**src/rtl/mgmt_link_regs_pkg.sv**
```systemverilog
// Package: shared constants and field type for the link management register file.
// Assumes byte-wide data; register offsets are those the host decodes.
package mgmt_link_regs_pkg;

    localparam int unsigned BYTE_W = 8;
    localparam int unsigned WORD_W = 2 * BYTE_W;

    // byte addresses decoded by the host
    localparam int unsigned ADR_CTRL_LO = 'h00;
    localparam int unsigned ADR_CTRL_HI = 'h01;
    localparam int unsigned ADR_STAT_LO = 'h02;
    localparam int unsigned ADR_STAT_HI = 'h03;
    localparam int unsigned ADR_ADV_LO  = 'h08;
    localparam int unsigned ADR_ADV_HI  = 'h09;
    localparam int unsigned ADR_LP_LO   = 'h0A;
    localparam int unsigned ADR_LP_HI   = 'h0B;
    localparam int unsigned ADR_EXP_LO  = 'h0C;
    localparam int unsigned ADR_EXP_HI  = 'h0D;
    localparam int unsigned ADR_EXT_LO  = 'h1E;
    localparam int unsigned ADR_EXT_HI  = 'h1F;

    // fixed read values
    localparam logic [BYTE_W-1:0] STAT_HI_VAL = 8'h01;
    localparam logic [BYTE_W-1:0] EXT_HI_VAL  = 8'h80;
    localparam logic [BYTE_W-1:0] EXT_LO_VAL  = 8'h00;

    // stored control fields
    typedef struct packed {
        logic loopback;
        logic an_enable;
        logic power_down;
        logic isolate;
        logic duplex;
        logic unidir;
    } ctrl_fields_t;

endpackage

```
**src/rtl/mgmt_host_if.sv**
```systemverilog
// Module: host handshake for the register file.
// Produces one write or read strobe per selection and the active-low ready.
// Assumes the host deselects for at least one clock between accesses.
module mgmt_host_if (
    input  logic host_clk,
    input  logic rst_n,
    input  logic cs_n,
    input  logic we_n,
    output logic rdy_n,
    output logic wr_stb,
    output logic rd_stb
);

    logic first_cycle;

    // an access is taken only on the first selected clock (ready still high)
    assign first_cycle = !cs_n && rdy_n;
    assign wr_stb      = first_cycle && !we_n;
    assign rd_stb      = first_cycle && we_n;

    // ready follows selection one clock later and clears on deselection
    always_ff @(posedge host_clk) begin
        if (!rst_n) begin
            rdy_n <= 1'b1;
        end else begin
            rdy_n <= cs_n;
        end
    end

endmodule

```
**src/rtl/mgmt_ctrl_regs.sv**
```systemverilog
// Module: writable control and advertised-ability storage.
// Holds the control fields and the 16-bit ability word, and makes the
// self-clearing reset and restart bits one-cycle pulses.
// Assumes wr_stb lasts one clock per access.
module mgmt_ctrl_regs
    import mgmt_link_regs_pkg::*;
#(
    parameter int unsigned      ADDR_W    = 6,
    parameter logic [WORD_W-1:0] ADV_RESET = 16'h0020
) (
    input  logic               host_clk,
    input  logic               rst_n,
    input  logic               wr_stb,
    input  logic [ADDR_W-1:0]  addr,
    input  logic [BYTE_W-1:0]  wdata,
    output ctrl_fields_t       ctrl,
    output logic               rst_pulse,
    output logic               restart_pulse,
    output logic [WORD_W-1:0]  adv
);

    localparam logic [ADDR_W-1:0] A_CLO = ADDR_W'(ADR_CTRL_LO);
    localparam logic [ADDR_W-1:0] A_CHI = ADDR_W'(ADR_CTRL_HI);
    localparam logic [ADDR_W-1:0] A_ALO = ADDR_W'(ADR_ADV_LO);
    localparam logic [ADDR_W-1:0] A_AHI = ADDR_W'(ADR_ADV_HI);

    // control fields: masked byte writes; fixed bits are never stored
    always_ff @(posedge host_clk) begin
        if (!rst_n) begin
            ctrl <= '{loopback: 1'b0, an_enable: 1'b1, power_down: 1'b0,
                      isolate: 1'b0, duplex: 1'b1, unidir: 1'b0};
        end else if (wr_stb) begin
            if (addr == A_CHI) begin
                ctrl.loopback   <= wdata[6];
                ctrl.an_enable  <= wdata[4];
                ctrl.power_down <= wdata[3];
                ctrl.isolate    <= wdata[2];
                ctrl.duplex     <= wdata[0];
            end
            if (addr == A_CLO) begin
                ctrl.unidir <= wdata[5];
            end
        end
    end

    // self-clearing command bits: set by a write of 1, gone one clock later
    always_ff @(posedge host_clk) begin
        if (!rst_n) begin
            rst_pulse     <= 1'b0;
            restart_pulse <= 1'b0;
        end else begin
            rst_pulse     <= wr_stb && (addr == A_CHI) && wdata[7];
            restart_pulse <= wr_stb && (addr == A_CHI) && wdata[1];
        end
    end

    // advertised ability word: two independently written bytes
    always_ff @(posedge host_clk) begin
        if (!rst_n) begin
            adv <= ADV_RESET;
        end else if (wr_stb) begin
            if (addr == A_ALO) adv[BYTE_W-1:0]      <= wdata;
            if (addr == A_AHI) adv[WORD_W-1:BYTE_W] <= wdata;
        end
    end

endmodule

```
**src/rtl/mgmt_status_latch.sv**
```systemverilog
// Module: latched status flags.
// Link status latches low on any drop and is refreshed by a read of its byte.
// Page received latches high and is cleared by a read of its byte; a new event
// in the clock of that read wins.
module mgmt_status_latch
    import mgmt_link_regs_pkg::*;
#(
    parameter int unsigned ADDR_W = 6
) (
    input  logic              host_clk,
    input  logic              rst_n,
    input  logic              rd_stb,
    input  logic [ADDR_W-1:0] addr,
    input  logic              link_ok,
    input  logic              page_rx,
    output logic              link_lat,
    output logic              page_lat
);

    localparam logic [ADDR_W-1:0] A_SLO = ADDR_W'(ADR_STAT_LO);
    localparam logic [ADDR_W-1:0] A_ELO = ADDR_W'(ADR_EXP_LO);

    logic rd_link;
    logic rd_page;

    assign rd_link = rd_stb && (addr == A_SLO);
    assign rd_page = rd_stb && (addr == A_ELO);

    // latch-low link status, refreshed to the live state on its read
    always_ff @(posedge host_clk) begin
        if (!rst_n) begin
            link_lat <= 1'b0;
        end else if (rd_link) begin
            link_lat <= link_ok;
        end else begin
            link_lat <= link_lat && link_ok;
        end
    end

    // latch-high page flag, cleared on its read unless a new event arrives
    always_ff @(posedge host_clk) begin
        if (!rst_n) begin
            page_lat <= 1'b0;
        end else begin
            page_lat <= page_rx || (page_lat && !rd_page);
        end
    end

endmodule

```
**src/rtl/mgmt_link_regs.sv**
```systemverilog
// Module: top of the byte-wide link management register file.
// Decodes host accesses, stores control state, latches status flags and
// returns the addressed byte one clock after selection.
// Assumes a single host clock domain for all inputs.
module mgmt_link_regs
    import mgmt_link_regs_pkg::*;
#(
    parameter int unsigned       ADDR_W      = 6,
    parameter logic [WORD_W-1:0] ADV_RESET   = 16'h0020,
    parameter logic              UNIDIR_ABLE = 1'b1
) (
    input  logic              host_clk,
    input  logic              rst_n,
    input  logic              cs_n,
    input  logic              we_n,
    input  logic [ADDR_W-1:0] addr,
    input  logic [7:0]        wdata,
    output logic [7:0]        rdata,
    output logic              rdy_n,
    input  logic              link_ok,
    input  logic              an_done,
    input  logic              page_rx,
    input  logic [15:0]       lp_ability,
    output logic              pcs_reset,
    output logic              loopback_en,
    output logic              an_enable,
    output logic              an_restart,
    output logic              isolate_en,
    output logic              unidir_en
);

    localparam logic [ADDR_W-1:0] A_CLO = ADDR_W'(ADR_CTRL_LO);
    localparam logic [ADDR_W-1:0] A_CHI = ADDR_W'(ADR_CTRL_HI);
    localparam logic [ADDR_W-1:0] A_SLO = ADDR_W'(ADR_STAT_LO);
    localparam logic [ADDR_W-1:0] A_SHI = ADDR_W'(ADR_STAT_HI);
    localparam logic [ADDR_W-1:0] A_ALO = ADDR_W'(ADR_ADV_LO);
    localparam logic [ADDR_W-1:0] A_AHI = ADDR_W'(ADR_ADV_HI);
    localparam logic [ADDR_W-1:0] A_LLO = ADDR_W'(ADR_LP_LO);
    localparam logic [ADDR_W-1:0] A_LHI = ADDR_W'(ADR_LP_HI);
    localparam logic [ADDR_W-1:0] A_ELO = ADDR_W'(ADR_EXP_LO);
    localparam logic [ADDR_W-1:0] A_EHI = ADDR_W'(ADR_EXP_HI);
    localparam logic [ADDR_W-1:0] A_XLO = ADDR_W'(ADR_EXT_LO);
    localparam logic [ADDR_W-1:0] A_XHI = ADDR_W'(ADR_EXT_HI);

    logic              wr_stb;
    logic              rd_stb;
    ctrl_fields_t      ctrl;
    logic [WORD_W-1:0] adv;
    logic              link_lat;
    logic              page_lat;
    logic [BYTE_W-1:0] rd_mux;

    mgmt_host_if u_host (
        .host_clk (host_clk),
        .rst_n    (rst_n),
        .cs_n     (cs_n),
        .we_n     (we_n),
        .rdy_n    (rdy_n),
        .wr_stb   (wr_stb),
        .rd_stb   (rd_stb)
    );

    mgmt_ctrl_regs #(
        .ADDR_W    (ADDR_W),
        .ADV_RESET (ADV_RESET)
    ) u_ctrl (
        .host_clk      (host_clk),
        .rst_n         (rst_n),
        .wr_stb        (wr_stb),
        .addr          (addr),
        .wdata         (wdata),
        .ctrl          (ctrl),
        .rst_pulse     (pcs_reset),
        .restart_pulse (an_restart),
        .adv           (adv)
    );

    mgmt_status_latch #(
        .ADDR_W (ADDR_W)
    ) u_stat (
        .host_clk (host_clk),
        .rst_n    (rst_n),
        .rd_stb   (rd_stb),
        .addr     (addr),
        .link_ok  (link_ok),
        .page_rx  (page_rx),
        .link_lat (link_lat),
        .page_lat (page_lat)
    );

    assign loopback_en = ctrl.loopback;
    assign an_enable   = ctrl.an_enable;
    assign isolate_en  = ctrl.isolate;
    assign unidir_en   = ctrl.unidir;

    // read multiplexer: assembles the addressed byte with its fixed bits
    always_comb begin
        rd_mux = '0;
        case (addr)
            A_CLO: rd_mux = {1'b0, 1'b1, ctrl.unidir, 5'b0};
            A_CHI: rd_mux = {pcs_reset, ctrl.loopback, 1'b0, ctrl.an_enable,
                             ctrl.power_down, ctrl.isolate, an_restart, ctrl.duplex};
            A_SLO: rd_mux = {UNIDIR_ABLE, 1'b0, an_done, 1'b0, 1'b1, link_lat, 2'b0};
            A_SHI: rd_mux = STAT_HI_VAL;
            A_ALO: rd_mux = adv[BYTE_W-1:0];
            A_AHI: rd_mux = adv[WORD_W-1:BYTE_W];
            A_LLO: rd_mux = lp_ability[BYTE_W-1:0];
            A_LHI: rd_mux = lp_ability[WORD_W-1:BYTE_W];
            A_ELO: rd_mux = {5'b0, 1'b0, page_lat, 1'b0};
            A_EHI: rd_mux = '0;
            A_XLO: rd_mux = EXT_LO_VAL;
            A_XHI: rd_mux = EXT_HI_VAL;
            default: rd_mux = '0;
        endcase
    end

    // read data register: captured on the read strobe, held otherwise
    always_ff @(posedge host_clk) begin
        if (!rst_n) begin
            rdata <= '0;
        end else if (rd_stb) begin
            rdata <= rd_mux;
        end
    end

endmodule

```
**config.mk**
```make
export PLATFORM = sky130hd
export DESIGN_NAME = mgmt_link_regs
export DESIGN_NICKNAME = d
export VERILOG_FILES = /design/src/rtl/mgmt_link_regs_pkg.sv /design/src/rtl/mgmt_host_if.sv /design/src/rtl/mgmt_ctrl_regs.sv /design/src/rtl/mgmt_status_latch.sv /design/src/rtl/mgmt_link_regs.sv
export SDC_FILE = /design/constraint.sdc
export NUM_CORES = 1
export LEC_CHECK = 0
export ABC_AREA = 1
export BUFFER_PORTS_ARGS = -buffer_cell sky130_fd_sc_hd__buf_2
export CORE_AREA = 5 5 116 74
export DETAILED_ROUTE_END_ITERATION = 16
export DIE_AREA = 0 0 121 79
export GPL_ROUTABILITY_DRIVEN = 0
export GPL_TIMING_DRIVEN = 0
export PLACE_DENSITY = 0.45
export RECOVER_POWER = 50
export SYNTH_ARGS = -nofsm -noshare
export SYNTH_HDL_FRONTEND = slang
export SYNTH_SLANG_ARGS = --single-unit
```
**constraint.sdc**
```tcl
create_clock -name host_clk -period 1.4 [get_ports host_clk]
set_input_delay 0.21 -clock host_clk [delete_from_list [all_inputs] [get_ports host_clk]]
set_output_delay 0.21 -clock host_clk [all_outputs]
set_load 0.1 [all_outputs]
```
==> impl_results.md, run 1 <==
- Leakage: 1.11 nW
- Rows: 25
- Wire per inst: 13.3 um
- Share of cells above drive strength 1: 0.253
- Area grow syn2layout: 30.3%
- CP max stage cell: buf_2
- Least-Margin Pin Slew: 0.586 ns
- CTS Root Cell: clkbuf_16
- Post-synth EDFFs: 0
- Fin crit period: 1.29 ns
- Final Util: 0.310
- Clk buf depth: 2
- Setup Buffers After CTS: 0
- Die Wd: 121 um
- Most frequent cell after synthesis: nand2_1
- Worst-path clk slew: 0.05 ns
- Worst hold path class: in2reg
- Final Hold Viols: 0
- TritonCTS sink count: 35
- Share of the synthesized area in the top cell type: 0.391
- Post-synthesis sequential element count: 35
- Cell Chain, Critical Path: buf_2
- Synth unique cells: 21
- Slowest Stage Delay on Critical Path: 0.44 ns
- Initial antenna violation count: 0
- RSZ-0062 raised after global routing: no
- Die Footprint: 0.00956 mm^2
- CP Launch Type: flop
- DRT iter0 DRCs: 106
- Final Max Slew Viols: 0
- Vias in the first global route: 1842
- Worst Skew: 0.00275 ns
- Worst Path Arrival: 1.08 ns
- Maximum vdd drop: 0.365 mV
- Pin count of the biggest net entering global routing: 11
- Max-cap viol count: 0
- CTS buffer count: 5
- GRT overflow: 0
- Diode count: 0
- DRC violations left: 0
- Fin crit share: 0.923
- WL final: 5.84 mm
- Pwr Density: 983 mW/mm^2
- CTS tree: yes
- Flop2flop setup slack: 0.11 ns
- Most common library cells after synthesis: nand2_1 (68), nor2_1 (51), dfxtp_1 (35)
- Power Total: 2.30 mW
- Setup crit end kind: primary output
- CP bufs+invs: 1
- Family with the most delay on the worst path: buffers and inverters
- Global-route wire length before repair: 9.26 mm
- Setup TNS: 0 ns
- Post-synth ARST share: 0
- Place WS: -0.155 ns
- Port buffer count: 51
- Synth area leader: dfxtp_1
- Reg2Reg Depth: 6
- Fmax: 774 MHz
- Worst path required time: 1.19 ns
- Yosys warnings: 0
- Mapped Area: 0.00179 mm^2
- Final ANT Viol Nets: 0
- Post-Syn Area per Cell: 6.57 um^2
- Post-synthesis instance total: 273
- Slew HR: 0.608
- Syn nets: 310
- Vias per inst: 4.28
- Setup violations, final: 0
- Core area: 0.00754 mm^2
- Hold Path Depth: 3
- Critical Path Fanout Max: 3
- Final nets: 368
- Predominant post-synthesis flop cell: dfxtp_1
- Clock latency on the worst-skew pair: 0.27 ns
- Register area share after synthesis: 0.391
- Die Height: 79 um
- HPWL after detailed placement: 4.73 mm
- GR Util All Layers: 0.126
- Final worst slack: 0.107 ns
- Io pins: 52
- Number of iterations in the first detailed-routing pass: 4
- CP Depth: 1
- Routed via count: 1885
- Synth top area cells: dfxtp_1 (39%), nand2_1 (14%), nor2_1 (11%)
- H-tree Lvls: 2
- Initial Util: 0.238
- WS Path Type: reg2out
- Status: finished clean
- Hold_buf cts: 0
report_power, final:
part,switching [mW],internal (mW)
logic,0.163,0.0727
clock network,0.397,0.657
registers,0.00425,1.00
routing by layer:
| layer | wire (um) | up-vias | share of wire | track usage |
|---|---|---|---|---|
| met4 | 24 | 0 | 0.0041 | 0.0283 |
| met5 | 0 | - | 0 | 0 |
| met3 | 458 | 2 | 0.078 | 0.0363 |
| met2 | 2180 | 59 | 0.37 | 0.166 |
| met1 | 3180 | 820 | 0.54 | 0.197 |
| li1 | - | 1004 | - | - |
layout make-up:
class	count	area [um^2]
Clock inverter	1	5.00
Inverter	23	88.8
Clock buffer	7	133
Multi-Input combinational cell	208	975
Fill cell	836	5200
Timing Repair Buffer	51	254
Buffer	7	36.3
Tap cell	108	135
Sequential cell	35	711
cells in the final DEF (no fill, tap or decap):
cell type	instances
nor2_4	6
clkinv_2	3
o21bai_1	1
dfxtp_1	29
nor2_1	50
nor2_2	3
nand2_4	2
buf_4	2
a21oi_2	1
and2_1	2
nand4_1	12
clkbuf_16	5
nor3_1	3
inv_1	20
o21ai_0	21
dfxtp_4	1
nand2_2	3
dfxtp_2	5
clkbuf_1	6
clkbuf_2	14
buf_2	38
inv_2	1
nand3_1	23
a21oi_1	13
nand2_1	68
kinds of logic after synthesis:
family	synth area share
AOI/OAI and AO/OA	0.104
buffers and inverters	0.0676
and+or+nand+nor	0.438
DFF	0.391
stage by stage:
step	cells	hold slack [ns]	cell area (um^2)
after floorplan	273	0.318	1800
after global placement	432	0.416	2190
after detailed placement	432	0.417	2190
after CTS	440	0.132	2330
after global routing	440	0.159	2340
final	440	0.134	2340
flip-flops by register name (all words and copies together), names as in the netlist:
signal                count
u_ctrl.adv               16
u_stat.page_lat           1
u_ctrl.rst_pulse          1
rdata                     8
u_ctrl.ctrl               6
u_stat.link_lat           1
u_host.rdy_n              1
u_ctrl.restart_pulse      1
worst paths after layout:
path	startpoint	end
worst max-delay path	u_ctrl.ctrl[4]	an_enable
worst max register to register	u_host.rdy_n	u_ctrl.adv[15]
worst min-delay path	cs_n	u_host.rdy_n
worst min register to register	rdata[3]	rdata[3]
timing repair:
| action | in CTS | in global routing |
|---|---|---|
| gates resized for setup | 1 | 4 |
| pin swaps | 0 | 1 |
| setup endpoints to repair | 2 | 3 |
Power figures use the tool's default switching activity.
==> run 2, diff against run 1 <==
--- a/config.mk
+++ b/config.mk
@@ -7,13 +7,16 @@
 export LEC_CHECK = 0
 export ABC_AREA = 1
 export BUFFER_PORTS_ARGS = -buffer_cell sky130_fd_sc_hd__buf_2
-export CORE_AREA = 5 5 116 74
+export CELL_PAD_IN_SITES_DETAIL_PLACEMENT = 0
+export CELL_PAD_IN_SITES_GLOBAL_PLACEMENT = 1
+export CORE_AREA = 5 5 103 66
 export DETAILED_ROUTE_END_ITERATION = 16
-export DIE_AREA = 0 0 121 79
+export DIE_AREA = 0 0 108 71
 export GPL_ROUTABILITY_DRIVEN = 0
 export GPL_TIMING_DRIVEN = 0
-export PLACE_DENSITY = 0.45
+export PLACE_DENSITY = 0.8
 export RECOVER_POWER = 50
 export SYNTH_ARGS = -nofsm -noshare
 export SYNTH_HDL_FRONTEND = slang
+export SYNTH_HIERARCHICAL = 1
 export SYNTH_SLANG_ARGS = --single-unit
==> run 2 against run 1 <==
Compared with the run above:
- routed wire length up 9.9%
- register-to-register slack got worse by 0.02 ns
- die area is 20% lower
- global-route usage increased by 4.5 points
- worst hold slack got worse by 0.041 ns
- largest cell class unchanged
- largest power group is now sequential cells
==> impl_results.md, run 2 <==
- CTS buffer count: 5
- Flop2flop setup slack: 0.09 ns
- Predominant post-synthesis flop cell: dfxtp_1
- Worst path required time: 1.19 ns
- Setup violations, final: 0
- Fin crit period: 1.32 ns
- Port buffer count: 51
- Final ANT Viol Nets: 0
- Crit. Startpoint: u_ctrl/rst_pulse
- Reg2reg start: u_host/rdy_n
- WS Path Type: reg2out
- Mapped Area: 0.00201 mm^2
- Worst Setup EP: pcs_reset
- Hold_buf cts: 0
- Synth top area cells: dfxtp_1 (35%), nand2_1 (18%), nor2_1 (12%)
- Area occupied by multi-input gates: 0.00113 mm^2
- CP Depth: 1
- TritonCTS sink count: 35
- Worst hold path class: in2reg
- Fmax: 756 MHz
- Worst-path clk slew: 0.08 ns
- Most frequent cells in the layout: nand2_1 (94), nor2_1 (59), buf_2 (40), nand3_1 (37), inv_1 (31)
- Reg2Reg Depth: 7
- Family with the most delay on the worst path: buffers and inverters
- Final Max Slew Viols: 0
- Status: finished clean
- Most frequent cell after synthesis: nand2_1
- Vias per inst: 4.55
- Pin count of the biggest net entering global routing: 13
- Number of iterations in the first detailed-routing pass: 4
- Post-synthesis instance total: 325
- Die Footprint: 0.00767 mm^2
- Yosys warnings: 6
- Area grow syn2layout: 25.7%
- Largest regs: u_ctrl/adv (16), rdata (8), u_ctrl/ctrl (6)
- CTS Root Cell: clkbuf_8
- Leakage: 1.23 nW
- Least-Margin Pin Slew: 0.550 ns
- Wire per inst: 13.6 um
- Slew HR: 0.635
- Register area share after synthesis: 0.348
- Die Height: 71 um
- Dpl cell area: 0.00240 mm^2
- Post-synth ARST share: 0
- Critical Path Fanout Max: 2
- FF/Latch Area: 712 um^2
- Setup crit end kind: primary output
- Cell Chain, Critical Path: clkbuf_2
- Final instance area: 0.00253 mm^2
- Io pins: 52
- Worst Path Arrival: 1.11 ns
- Diode count: 0
- WL final: 6.42 mm
- Max reg flops: 16
- Slowest Stage Delay on Critical Path: 0.46 ns
- Final nets: 423
- Most common library cells after synthesis: nand2_1 (94), nor2_1 (62), nand3_1 (37)
- Worst Skew: 0.00377 ns
- Routed via count: 2141
- Post-synth EDFFs: 0
- Initial Util: 0.345
- Most common cell after layout, fill and taps aside: nand2_1
- Worst reg2reg path endpoint: u_ctrl/ctrl[4]
- Maximum vdd drop: 0.282 mV
- Global-route wire length before repair: 10.1 mm
- Fin crit share: 0.945
- Reg with most FFs: u_ctrl/adv
- DRT iter0 DRCs: 93
- Initial antenna violation count: 0
- H-tree Lvls: 2
- Share of cells above drive strength 1: 0.258
- Clock latency on the worst-skew pair: 0.30 ns
- Share of the synthesized area in the top cell type: 0.348
- GRT overflow: 0
- Synth area leader: dfxtp_1
- Final Hold Viols: 0
- Pwr Density: 838 mW/mm^2
- Vias in the first global route: 2046
- Syn nets: 362
- Post-synthesis sequential element count: 35
- Die Wd: 108 um
- Filler cells: 684
- Core area: 0.00584 mm^2
- Synth unique cells: 26
- DRC violations left: 0
- Final Util: 0.434
- CP Launch Type: flop
- CP bufs+invs: 1
- Max-cap viol count: 0
- Clk buf depth: 2
- Rows: 22
- GR Util All Layers: 0.171
- Post-Syn Area per Cell: 6.20 um^2
- HPWL after detailed placement: 5.06 mm
- CP max stage cell: clkbuf_2
- RSZ-0062 raised after global routing: no
- CTS tree: yes
## run 2: changes by cell type in the layout (fill, tap and decap cells not counted), sizes merged, moves of 3 or more
cell	previous run	this run
nand2	73	97
o21ai	21	3
inv	21	37
nand3	23	38
nor2	59	74
buf	40	46
clkbuf	25	22
## run 2: through the flow
stage	std cells	setup WS [ns]	hold WS, ns	TNS, ns	power (mW)
2_1_floorplan	325	-0.0178	0.278	-0.0355	1.20
3_3_place_gp	460	-0.0854	0.398	-0.422	1.31
3_5_place_dp	460	-0.0973	0.400	-0.560	1.31
4_1_cts	471	0.0299	0.0878	0	2.13
5_1_grt	471	0.00552	0.122	0	2.21
6_report	471	0.0772	0.0923	0	2.12
## run 2: worst min path at each step
stage / endpoint / startpoint / cells after the start
5_1_grt: u_host/rdy_n / cs_n / 3
2_1_floorplan: u_host/rdy_n / rst_n / 1
3_5_place_dp: u_host/rdy_n / cs_n / 3
4_1_cts: u_host/rdy_n / cs_n / 3
6_report: u_host/rdy_n / cs_n / 3
3_3_place_gp: u_host/rdy_n / cs_n / 3
## run 2: area by class of cell
| class | instances | share of cell area |
|---|---|---|
| clock buffer | 6 | 0.0326 |
| tap | 84 | 0.0415 |
| timing repair buffer | 54 | 0.108 |
| multi-input combinational | 244 | 0.447 |
| clock inverter | 2 | 0.00642 |
| sequential | 35 | 0.281 |
| buffer | 8 | 0.0272 |
| inverter | 38 | 0.0568 |
## run 2: worst min-delay path, cell delays in order
cell	delay (ns)
buf_2	0.08
inv_2	0.03
nand2_1	0.04
## run 2: cell families after synthesis
kind of cell           Yosys count  synth area share
AND/OR/NAND/NOR                224             0.494
buffers and inverters           46             0.103
flip-flops                      35             0.348
AO/OA/AOI/OAI                   20            0.0553
## run 2: report_power, final
| part | switching, mW | internal [mW] |
|---|---|---|
| clock | 0.425 | 0.402 |
| combinational | 0.199 | 0.0919 |
| sequential | 0.00490 | 1.00 |
## run 2: repair_timing
| action | 4_1_cts | 5_1_grt |
|---|---|---|
| gates resized for setup | 1 | 3 |
| buffers inserted | 3 | 0 |
| setup endpoints to repair | 3 | 19 |
| cloned | 0 | 0 |
| pin swaps | 1 | 1 |
## run 2: per-layer routing
metal	vias up	wire, um	GRT usage
met5	-	0	0
met4	0	57	0.0350
met3	8	552	0.0447
met2	57	2420	0.238
met1	931	3380	0.262
li1	1145	-	-
==> run 3, diff against run 2 <==
--- a/config.mk
+++ b/config.mk
@@ -6,15 +6,15 @@
 export NUM_CORES = 1
 export LEC_CHECK = 0
 export ABC_AREA = 1
-export BUFFER_PORTS_ARGS = -buffer_cell sky130_fd_sc_hd__buf_2
-export CELL_PAD_IN_SITES_DETAIL_PLACEMENT = 0
+export CELL_PAD_IN_SITES_DETAIL_PLACEMENT = 1
 export CELL_PAD_IN_SITES_GLOBAL_PLACEMENT = 1
-export CORE_AREA = 5 5 103 66
+export CORE_AREA = 5 5 96 62
 export DETAILED_ROUTE_END_ITERATION = 16
-export DIE_AREA = 0 0 108 71
+export DIE_AREA = 0 0 101 67
+export DONT_BUFFER_PORTS = 1
 export GPL_ROUTABILITY_DRIVEN = 0
 export GPL_TIMING_DRIVEN = 0
-export PLACE_DENSITY = 0.8
+export PLACE_DENSITY = 0.77
 export RECOVER_POWER = 50
 export SYNTH_ARGS = -nofsm -noshare
 export SYNTH_HDL_FRONTEND = slang
==> run 3 against run 2 <==
Compared with the run above:
- register-to-register slack got worse by 0.23 ns
- non-clock buffer count fell by 49
- the run now ends with negative setup slack left
- design area fell by 7.2%
- largest cell class unchanged
- combinational power fell by 31%
- largest power group unchanged
- routed wire length rose by 5.1%
- clock skew rose by 0.0055 ns
- setup slack got worse by 0.21 ns
- critical endpoint is now u_ctrl/adv[4]
- critical path depth rose by 7
==> impl_results.md, run 3 (synthesis gave the netlist of run 2 again) <==
- Initial antenna violation count: 0
- Status: finished with violations
- Wire per inst: 16.7 um
- Final Hold Viols: 0
- CP Launch Type: flop
- Fin crit period: 1.54 ns
- Fmax: 651 MHz
- Area grow syn2layout: 16.6%
- Most used cell, CP: nor2_4
- Reg with most FFs: u_ctrl/adv
- Port buffer count: 0
- Pin count of the biggest net entering global routing: 14
- Combinational power share: 0.092
- Reg2Reg Depth: 8
- Most frequent cells in the layout: nand2_1 (90), nor2_1 (58), nand3_1 (37), inv_1 (31), dfxtp_1 (20)
- Worst hold path class: in2reg
- CTS tree: yes
- Power Total: 2.19 mW
- Hold Crit Endpoint: u_host/rdy_n
- TritonCTS sink count: 35
- Final nets: 374
- WL final: 6.74 mm
- Setup violations, final: 26
- Max-cap viol count: 0
- CTS Root Cell: clkbuf_8
- Clock latency on the worst-skew pair: 0.30 ns
- Rows: 20
- Slowest Stage Delay on Critical Path: 0.55 ns
- Hold Path Depth: 2
- Worst reg2reg path endpoint: u_ctrl/adv[4]
- Die Footprint: 0.00677 mm^2
- Final worst slack: -0.137 ns
- Clk network pwr share: 0.438
- Maximum vdd drop: 0.567 mV
- Io pins: 52
- CP max stage cell: dfxtp_4
- Hold_ws: 0.0124 ns
- CTS buffer count: 5
- Net Sw Frac: 0.268
- Final ANT Viol Nets: 0
- GR Util All Layers: 0.210
- Failing checks: negative setup slack
- Share of cells above drive strength 1: 0.198
- Hold Crit Start: cs_n
- Worst Skew: 0.00926 ns
- Global-route wire length before repair: 10.8 mm
- Cell Chain, Critical Path: nand2_4, nor2_4, nand3_4, nor2_4, buf_6, nand2_2, nand2_1, nor2_1
- Largest regs: u_ctrl/adv (16), rdata (8), u_ctrl/ctrl (6)
- DRC violations left: 0
- Flop pwr share: 0.471
- Routed via count: 2080
- Flop2flop setup slack: -0.14 ns
- Least-Margin Pin Slew: 0.586 ns
- Core area: 0.00493 mm^2
- Most common cell after layout, fill and taps aside: nand2_1
- Reg2reg start: u_host/rdy_n
- Vias per inst: 5.15
- Die Wd: 101 um
- Worst-path clk slew: 0.09 ns
- DRT iter0 DRCs: 64
- HPWL after detailed placement: 5.28 mm
- GRT overflow: 0
- Clk buf depth: 2
- RSZ-0062 raised after global routing: yes
- Worst path required time: 1.59 ns
- Setup crit end kind: flop
- Leakage: 1.08 nW
- WS Path Type: reg2reg
- Number of iterations in the first detailed-routing pass: 4
- H-tree Lvls: 2
- Final Max Slew Viols: 0
- Vias in the first global route: 2103
- Critical Path Fanout Max: 7
- Slew HR: 0.609
- Filler cells: 678
- Die Height: 67 um
- Diode count: 0
- Worst Path Arrival: 1.73 ns
- Max reg flops: 16
- Net switching power: 0.586 mW
- Fin crit share: 1.10
- Pwr Density: 932 mW/mm^2
- Cell-internal power: 1.60 mW
- Initial Util: 0.409
run 3: final cells by class:
class	count	area, um^2	share of cell area
Tap cell	66	82.6	0.0351
Clock buffer	5	68.8	0.0293
Inverter	38	144	0.0612
Sequential cell	35	722	0.307
Multi-Input combinational cell	244	1160	0.495
Timing Repair Buffer	5	52.6	0.0224
Buffer	8	68.8	0.0293
Clock inverter	3	47.5	0.0202
run 3: worst max-delay path by stage:
stage | startpoint | to | cells after the start
after floorplan | u_host/rdy_n | u_ctrl/adv[6] | 8
after global placement | u_host/rdy_n | u_ctrl/ctrl[4] | 7
after detailed placement | u_host/rdy_n | u_ctrl/ctrl[1] | 7
after CTS | u_host/rdy_n | u_ctrl/adv[4] | 8
after global routing | u_host/rdy_n | u_ctrl/adv[3] | 7
final | u_host/rdy_n | u_ctrl/adv[4] | 8
run 3: per-stage QoR:
step	setup TNS (ns)	instance area (um^2)	util	setup slack (ns)	instances
2_1_floorplan	-0.0355	2040	-	-0.0178	325
3_3_place_gp	-2.91	2120	0.430	-0.201	391
3_5_place_dp	-3.78	2120	0.430	-0.235	391
4_1_cts	-2.23	2320	0.472	-0.146	403
5_1_grt	-4.44	2350	0.477	-0.214	404
6_report	-2.23	2350	0.477	-0.137	404
run 3: power by group through the flow:
stage	clock network, mW	logic [mW]	registers [mW]
after global routing	1.03	0.222	1.03
final	0.959	0.201	1.03
after detailed placement	0	0.184	1.05
after floorplan	0	0.143	1.05
after CTS	0.979	0.196	1.03
after global placement	0	0.180	1.05
run 3: what timing repair did:
action	in CTS	in global routing
resized for setup	16	5
hold buffers	1	0
hold endpoints to repair	1	0
buffers inserted	2	1
pin swaps	3	2
gates cloned	1	0
endpoints found under the setup margin	40	32
run 3: worst max-delay path: cells and delay by family (launching register included):
kind / cells / cell delay (ns)
DFF: 1 / 0.55
and+or+nand+nor: 7 / 0.71
buffers and inverters: 1 / 0.16
run 3: routing by layer:
| layer | up-vias | track usage | part of all wire |
|---|---|---|---|
| met5 | - | 0 | 0 |
| met4 | 0 | 0.0348 | 0.0036 |
| met3 | 4 | 0.0460 | 0.053 |
| met2 | 49 | 0.334 | 0.43 |
| met1 | 984 | 0.294 | 0.51 |
| li1 | 1043 | - | - |
